$ cat src/rtl/dma_stat_pkg.sv
package dma_stat_pkg;

    typedef enum logic [1:0] {
        SZ_BYTE = 2'b00,
        SZ_HALF = 2'b01,
        SZ_WORD = 2'b10,
        SZ_LINE = 2'b11
    } xfer_size_e;

    typedef struct packed {
        logic ce;
        logic bes;
        logic bed;
        logic req;
        logic busy;
        logic done;
    } chan_flags_t;

    localparam int STAT_W  = 8;
    localparam int B_DONE  = 0;
    localparam int B_BUSY  = 1;
    localparam int B_REQ   = 2;
    localparam int B_BED   = 4;
    localparam int B_BES   = 5;
    localparam int B_CE    = 6;
    localparam int SZB_W   = 5;

    function automatic logic [SZB_W-1:0] size_bytes(xfer_size_e s);
        case (s)
            SZ_BYTE: return 5'd1;
            SZ_HALF: return 5'd2;
            SZ_WORD: return 5'd4;
            default: return 5'd16;
        endcase
    endfunction

    function automatic logic [SZB_W-2:0] low_mask(xfer_size_e s);
        logic [SZB_W-1:0] b;
        b = size_bytes(s) - 5'd1;
        return b[SZB_W-2:0];
    endfunction

    function automatic logic [STAT_W-1:0] pack_status(chan_flags_t f);
        logic [STAT_W-1:0] w;
        w         = '0;
        w[B_CE]   = f.ce;
        w[B_BES]  = f.bes;
        w[B_BED]  = f.bed;
        w[B_REQ]  = f.req;
        w[B_BUSY] = f.busy;
        w[B_DONE] = f.done;
        return w;
    endfunction

endpackage

$ cat src/rtl/dma_cfg_check.sv
module dma_cfg_check
    import dma_stat_pkg::*;
#(
    parameter int CNT_W  = 24,
    parameter int ADDR_W = 32
) (
    input  logic [CNT_W-1:0]  cnt_i,
    input  logic [ADDR_W-1:0] src_i,
    input  logic [ADDR_W-1:0] dst_i,
    input  xfer_size_e        size_i,
    output logic              cfg_bad_o
);
    localparam int MW = SZB_W - 1;

    logic [MW-1:0]     msk;
    logic [CNT_W-1:0]  cnt_msk;
    logic [ADDR_W-1:0] adr_msk;
    logic              cnt_zero, mis_cnt, mis_src, mis_dst;

    always_comb begin
        msk       = low_mask(size_i);
        cnt_msk   = CNT_W'(msk);
        adr_msk   = ADDR_W'(msk);
        cnt_zero  = (cnt_i == '0);
        mis_cnt   = |(cnt_i & cnt_msk);
        mis_src   = |(src_i & adr_msk);
        mis_dst   = |(dst_i & adr_msk);
        cfg_bad_o = cnt_zero | mis_cnt | mis_src | mis_dst;
    end
endmodule

$ cat src/rtl/dma_ack_gen.sv
module dma_ack_gen
    import dma_stat_pkg::*;
#(
    parameter int CNT_W = 24
) (
    input  logic             clk,
    input  logic             rst,
    input  logic             sel_i,
    input  logic             ext_req_i,
    input  logic             final_only_i,
    input  xfer_size_e       size_i,
    input  logic [CNT_W-1:0] cnt_i,
    output logic             ack_o
);
    logic last_xfer;

    always_comb begin
        last_xfer = (cnt_i == CNT_W'(size_bytes(size_i)));
        ack_o     = sel_i & ext_req_i & (~final_only_i | last_xfer);
    end

    p_ack_final_r12: assert property (@(posedge clk) disable iff (rst)
        (ack_o && final_only_i) |-> (cnt_i == CNT_W'(size_bytes(size_i))));
    p_ack_sel_r11: assert property (@(posedge clk) disable iff (rst)
        ack_o |-> (sel_i && ext_req_i));
endmodule

$ cat src/rtl/dma_stat_regs.sv
module dma_stat_regs
    import dma_stat_pkg::*;
(
    input  logic        clk,
    input  logic        rst,
    input  logic        start_i,
    input  logic        cfg_bad_i,
    input  logic        sel_i,
    input  logic        pend_i,
    input  logic        rd_berr_i,
    input  logic        wr_berr_i,
    input  logic        single_addr_i,
    input  logic        end_i,
    input  logic        clr_i,
    output chan_flags_t flags_o
);
    chan_flags_t f_q, f_n;
    logic        err_any, term;

    always_comb begin
        f_n     = f_q;
        err_any = f_q.ce | f_q.bes | f_q.bed;
        term    = 1'b0;
        if (clr_i) begin
            f_n.done = 1'b0;
            f_n.ce   = 1'b0;
            f_n.bes  = 1'b0;
            f_n.bed  = 1'b0;
        end
        if (start_i && !f_q.busy && !err_any) begin
            if (cfg_bad_i) begin
                f_n.ce   = 1'b1;
                f_n.done = 1'b1;
            end else begin
                f_n.busy = 1'b1;
                f_n.done = 1'b0;
            end
        end
        if (f_q.busy) begin
            if (rd_berr_i || (wr_berr_i && single_addr_i)) begin
                f_n.bes = 1'b1;
                term    = 1'b1;
            end
            if (wr_berr_i && !single_addr_i) begin
                f_n.bed = 1'b1;
                term    = 1'b1;
            end
            if (end_i) term = 1'b1;
            if (term) begin
                f_n.busy = 1'b0;
                f_n.done = 1'b1;
                f_n.req  = 1'b0;
            end else if (sel_i) begin
                f_n.req = 1'b0;
            end else if (pend_i) begin
                f_n.req = 1'b1;
            end
        end else if (sel_i) begin
            f_n.req = 1'b0;
        end
    end

    always_ff @(posedge clk) begin
        if (rst) f_q <= '0;
        else     f_q <= f_n;
    end

    assign flags_o = f_q;

    p_busy_done_excl_r5: assert property (@(posedge clk) disable iff (rst)
        !(f_q.busy && f_q.done));
    p_err_done_r6: assert property (@(posedge clk) disable iff (rst)
        ($rose(f_q.bes) || $rose(f_q.bed)) |-> f_q.done);
    p_clear_r8: assert property (@(posedge clk) disable iff (rst)
        (clr_i && !start_i && !end_i && !rd_berr_i && !wr_berr_i)
        |=> (!f_q.done && !f_q.ce && !f_q.bes && !f_q.bed));
    p_req_sel_r10: assert property (@(posedge clk) disable iff (rst)
        sel_i |=> !f_q.req);
    p_refuse_r4: assert property (@(posedge clk) disable iff (rst)
        (start_i && !f_q.busy && (f_q.ce || f_q.bes || f_q.bed)) |=> !f_q.busy);
endmodule

$ cat src/rtl/dma_chan_status.sv
module dma_chan_status
    import dma_stat_pkg::*;
#(
    parameter int CNT_W  = 24,
    parameter int ADDR_W = 32
) (
    input  logic              clk,
    input  logic              rst,
    input  logic              start_i,
    input  logic              sel_i,
    input  logic              ext_req_i,
    input  logic              pend_i,
    input  logic              rd_berr_i,
    input  logic              wr_berr_i,
    input  logic              single_addr_i,
    input  logic              end_i,
    input  logic              ack_final_i,
    input  logic [1:0]        size_i,
    input  logic [CNT_W-1:0]  cnt_i,
    input  logic [ADDR_W-1:0] src_i,
    input  logic [ADDR_W-1:0] dst_i,
    input  logic              wr_en_i,
    input  logic [7:0]        wr_data_i,
    output logic [7:0]        status_o,
    output logic              ack_o
);
    xfer_size_e  size_e;
    logic        cfg_bad, clr;
    chan_flags_t flags;
    logic        unused_wr;

    assign size_e    = xfer_size_e'(size_i);
    assign clr       = wr_en_i & wr_data_i[B_DONE];
    assign unused_wr = ^wr_data_i[7:1];

    dma_cfg_check #(.CNT_W(CNT_W), .ADDR_W(ADDR_W)) u_chk (
        .cnt_i(cnt_i), .src_i(src_i), .dst_i(dst_i),
        .size_i(size_e), .cfg_bad_o(cfg_bad)
    );

    dma_stat_regs u_regs (
        .clk(clk), .rst(rst), .start_i(start_i), .cfg_bad_i(cfg_bad),
        .sel_i(sel_i), .pend_i(pend_i), .rd_berr_i(rd_berr_i),
        .wr_berr_i(wr_berr_i), .single_addr_i(single_addr_i),
        .end_i(end_i), .clr_i(clr), .flags_o(flags)
    );

    dma_ack_gen #(.CNT_W(CNT_W)) u_ack (
        .clk(clk), .rst(rst), .sel_i(sel_i), .ext_req_i(ext_req_i),
        .final_only_i(ack_final_i), .size_i(size_e), .cnt_i(cnt_i),
        .ack_o(ack_o)
    );

    assign status_o = pack_status(flags);

    p_rsvd_zero_r9: assert property (@(posedge clk) disable iff (rst)
        (status_o[7] == 1'b0) && (status_o[3] == 1'b0));
endmodule

$ cat config.mk
export PLATFORM = sky130hd
export DESIGN_NAME = dma_chan_status
export DESIGN_NICKNAME = d
export VERILOG_FILES = /design/src/rtl/dma_stat_pkg.sv /design/src/rtl/dma_cfg_check.sv /design/src/rtl/dma_ack_gen.sv /design/src/rtl/dma_stat_regs.sv /design/src/rtl/dma_chan_status.sv
export SDC_FILE = /design/constraint.sdc
export NUM_CORES = 1
export LEC_CHECK = 0
export ABC_AREA = 1
export BUFFER_PORTS_ARGS = -buffer_cell sky130_fd_sc_hd__buf_2
export CELL_PAD_IN_SITES_DETAIL_PLACEMENT = 0
export CELL_PAD_IN_SITES_GLOBAL_PLACEMENT = 1
export CORE_ASPECT_RATIO = 1.5
export CORE_MARGIN = 1.5
export CORE_UTILIZATION = 12
export DETAILED_ROUTE_END_ITERATION = 6
export PLACE_DENSITY_LB_ADDON = 0.2
export SKIP_LAST_GASP = 1
export SYNTH_ARGS = -nofsm -noshare
export SYNTH_HDL_FRONTEND = slang
export SYNTH_SLANG_ARGS = --single-unit
$ cat constraint.sdc
create_clock -name clk -period 1.1 [get_ports clk]
set_input_delay 0 -clock clk [delete_from_list [all_inputs] [get_ports clk]]
set_output_delay 0 -clock clk [all_outputs]
set_load 0.01 [all_outputs]
### Yosys cells after proc, flatten, opt, wreduce, memory -nomap -nowiden

Index checks and enable logic that the tools add are counted.

* bits in registers: 6
* input bits: 110
* output and inout bits: 9
* word-level logic and storage cells: 61

* $add $sub $neg: 1
* equality and inequality tests: 3
* mux-type cells: 22
* bitwise operators: 13
* reductions and logical operators: 16

Operators with widths (count)
* AND 32 x 4 -> 32 bit: 2
* OR reduction 32 bit: 2
* AND 24 x 4 -> 24 bit: 1
* equality test 24 x 5 -> 1 bit: 1
* logical NOT 24 bit: 1
* OR reduction 24 bit: 1
* 2-to-1 mux 1 bit: 16
* one-hot mux 5 bit (3 select lines): 1
* 2-to-1 mux 2 bit: 4
* OR 1 bit: 6
* logical AND 1 bit: 4
* subtractor 4 x 1 -> 4 bit (second input constant): 1
* AND 1 bit: 3
* logical NOT 1 bit: 3
* 2-to-1 mux 3 bit: 1
* nonzero test 3 bit: 1
* equality test 2 x 1 -> 1 bit (second input constant): 1
* equality test 2 bit (second input constant): 1
* logical NOT 2 bit: 1
* AND reduction 2 bit: 1
* nonzero test 2 bit: 1
* logical OR 1 bit: 1
* inverter 1 bit: 1

### Longest topological paths before layout

* depth in word-level cells: 12
* gate-level depth with buffers: 11
* mapped depth without buffers: 11

### Hierarchy

Synthesis repeated with hierarchy kept, for this count alone.

* cells, all modules: 137
* area total of the unflattened synthesis: 694.4 µm²

Modules (own cells, without submodules)
* dma_stat_regs: instances 1, cells an instance 40, area an instance 296.5 µm², seq. area each 120.1 µm²
* dma_ack_gen: instances 1, cells an instance 51, area an instance 212.7 µm², seq. area each 0.0 µm²
* dma_cfg_check: instances 1, cells an instance 41, area an instance 158.9 µm², seq. area each 0.0 µm²
* dma_chan_status: instances 1, cells an instance 5, area an instance 26.3 µm², seq. area each 0.0 µm²

### Least setup slack after synthesis

OpenSTA, ideal clock, no wires.

* path kind: input-to-output
* start point: input port size_i[1]
* end point: output port ack_o
* arrival time: 0.977 ns
* data required time: 1.100 ns
* path slack: 0.123 ns
* stages: 8
* path buffers: 0
* cells stage by stage: inv_1 nand2_2 ha_1 nor3b_1 nand4_1 nor2_1 nand2_1 a21oi_1

* longest elaborated chain between the ends: 5
* elaborated cells between the ends (all ways): 7
* classes of those cells: eq/ne: 3; mux: 1; bitwise: 2; reduce/logical: 1

RTL lines
* from (decl): line dma_chan_status.sv:18 `input logic [1:0] size_i,`
* equality test 2 bit, or another cell as far along: line dma_stat_pkg.sv:29 `case (s)`
* one-hot mux 5 bit (3 select lines) *: line dma_stat_pkg.sv:29
* equality test 24 x 5 -> 1 bit *: line dma_ack_gen.sv:18 `last_xfer = (cnt_i == CNT_W'(size_bytes(size_i)));`
* OR 1 bit *: line dma_ack_gen.sv:19 `ack_o = sel_i & ext_req_i & (~final_only_i | last_xfer);`
* AND 1 bit *: line dma_ack_gen.sv:19
* to (decl): line dma_chan_status.sv:25 `output logic ack_o`

Every way passes the cells marked *; elsewhere a longest branch is shown, timed or not.

### Worst setup path after layout

* start point: input port size_i[0]
* end point: output port ack_o

Same word-level chain as after synthesis.

==> results.cfg <==
[status]
outcome = finished with violations
violations = design-rule violations

[sta]
hold_viol = 0
final.setup.tns_ps = 0
rsz0062_at_grt = true
fmax_mhz = 928.3
layout_min_cycle_time_ps = 1077
fin_hold_ws_ps = 30.72
finalCritPeriodShare = 0.9794
finClkSkew_ps = 1.221
timing.final.ws_setup_ps = 22.71
finalSetupViolCount = 0
slew_violations = 0

[placement]
dp_hpwl_um = 1567
preCtsSetupSlack_ps = -97.15
port_buffers = 53
routabilityCongestion = 0.7675
postPlaceCellArea_um2 = 897.1

[grt]
grt_max_degree = 7
top_usage_layer = met2
grt_use_total = 0.07195
met3_usage = 0.01357
met2_usage = 0.1374
gr-total-overflow = 0
use_met1 = 0.07552
grt_pass1_vias = 776
antenna_found_initial = 0
grt_pass1_wl_um = 2863

[finish]
final_util = 0.2307
synthToLayoutAreaGrowth_pct = 81.73
antennaDiodeCount = 0
fin_nets = 270
final_area_um2 = 996.0
nFillCells = 512
layout-drive-gt1-share = 0.4904
largest_register_ff_count = 6

[routing]
first_pass_iters = 6
drt.antenna.violating_nets = 0
avgRoutedWirePerCell_um = 8.478
wl_um = 1721
vias = 780
drcViolationCount = 6
initialDrtViolationCount = 31
vias_per_cell = 3.842

[synth]
async_flop_share = 0
netlist_area_um2 = 548.0
postSynthCellCount = 95
yosysSeqAreaShare = 0.2192
synth-compound-area-share = 0.1187
muxShareOfSynthArea = 0
yosys_warnings = 0
ys.flop_type = dfxtp_1
synthAdderAreaFrac = 0.02283
synth-simple-area-share = 0.5342
synth_xor_area_frac = 0.01598
synth.top_cell.area_share = 0.2192
synth_area_leader_cell = dfxtp_1
synth.area.top_cells = dfxtp_1 (22%), nand2_1 (19%), nor2_1 (14%), a21oi_1 (6.4%), nor2_4 (6.2%)
synth_cell_types = 24
avgSynthCellArea_um2 = 5.769
synth-seq-cells = 6
synth_edf_count = 0
synth_top_family_by_area = simple AND/OR/NAND/NOR gates

[worst_setup_path]
crit_fanout = 2
crit_required_ps = 1100
cp.arrival_ps = 1080
r2r_slack_ps = 190
critical_path_class = in -> out
cp-end-kind = output port
startpoint_type = input pin

[min_path]
min_path_type = in -> reg

[clock_tree]
htreeDepth = 1
cts_tree = done
clk_path_buf_depth = 2
cts_root_buffer = clkbuf_8
clk_latency_ps = 220
numCtsBuffers = 3
clk_pin_slew_ps = 40
clock_sinks = 6

[die]
die_x_um = 58.18
top_level_ports = 119
initial_core_util = 0.1269
die_area_um2 = 4989
core_um2 = 4318
row_count = 29
fp.dieH_um = 85.77

[pwr]
powerDensity_nw_per_um2 = 796.0
leakage_nw = 0.5011
vdd_drop_max_mv = 0.2301

[run]
maxCapViolations = 0
[timing repair]
action | 4_1_cts | 5_1_grt
setup endpoints to repair | 1 | 1
pin swaps | 5 | 4
gates resized for setup | 6 | 3
endpoints found under the hold margin | 1 | 0
setup buffers | 1 | 0
hold buffers | 1 | 0
[synth_stat cells, types with 2 or more instances]
cell,count
inv_1,5
nand3_1,2
dfxtp_1,6
buf_4,2
nand2_1,28
nor3_1,2
o21ai_1,2
a21oi_1,7
inv_2,2
nor2_1,21
nor2_4,3
nor2_2,3
[cell families after synthesis]
logic type / Yosys count
xor+xnor: 1
other cells: 1
flops: 6
buf+inv: 10
fa+ha+maj: 1
compound gates: 12
simple gates: 64
[per-layer routing]
metal | vias to the layer above | share of wire
met5 | - | 0
met4 | 0 | 0
met3 | 0 | 0.060
met2 | 33 | 0.54
met1 | 324 | 0.40
li1 | 423 | -
[worst max-delay path, cell delays in order]
cell,delay (ps)
buf_6,100
inv_4,50
nand2_4,50
ha_4,240
nor3b_2,140
nand4_1,90
nor2_1,90
nand2_1,60
a21oi_1,110
buf_2,140
[placed cells by master, fill, tap and decap left out, types with 2 or more instances in the layout]
cell	n
dfxtp_1	6
inv_1	3
nor2_1	21
buf_6	2
buf_2	51
buf_4	6
conb_1	2
o21ai_1	2
nand2_1	28
clkbuf_8	3
a21oi_1	7
nand3_1	2
inv_2	2
nor3_1	2
inv_4	2
nor2_2	3
nor2_4	3
[worst paths after layout]
path | startpoint | to | cells past startpoint
worst max-delay path | size_i[0] | ack_o | 10
worst min-delay path | rst | u_regs.flags_o[3] | 2
worst max register to register | u_regs.flags_o[1] | u_regs.flags_o[1] | 7
worst min register to register | u_regs.flags_o[5] | u_regs.flags_o[5] | 2
[cell type report]
| cell class | count | area (um2) | area share |
|---|---|---|---|
| inverter | 8 | 35.03 | 0.03518 |
| timing repair buffer | 60 | 332.8 | 0.3342 |
| multi-input combinational | 80 | 409.1 | 0.4108 |
| tap | 46 | 57.56 | 0.05779 |
| sequential | 6 | 120.1 | 0.1206 |
| clock buffer | 3 | 41.29 | 0.04146 |
[where the power goes]
| group | internal [W] | switching (W) | total, W |
|---|---|---|---|
| combinational | 0.000124 | 0.000111 | 0.000235 |
| clock | 0.000235 | 0.0000906 | 0.000325 |
| sequential | 0.000227 | 0.00000491 | 0.000232 |
| total | 0.000587 | 0.000206 | 0.000793 |
[metrics by stage]
stage	std cells	power, W
after global routing	203	0.0008490
after floorplan	96	0.0003286
after CTS	203	0.0008028
after global placement	198	0.0004529
after detailed placement	198	0.0004538
final	203	0.0007928
Power figures use the tool's default switching activity.
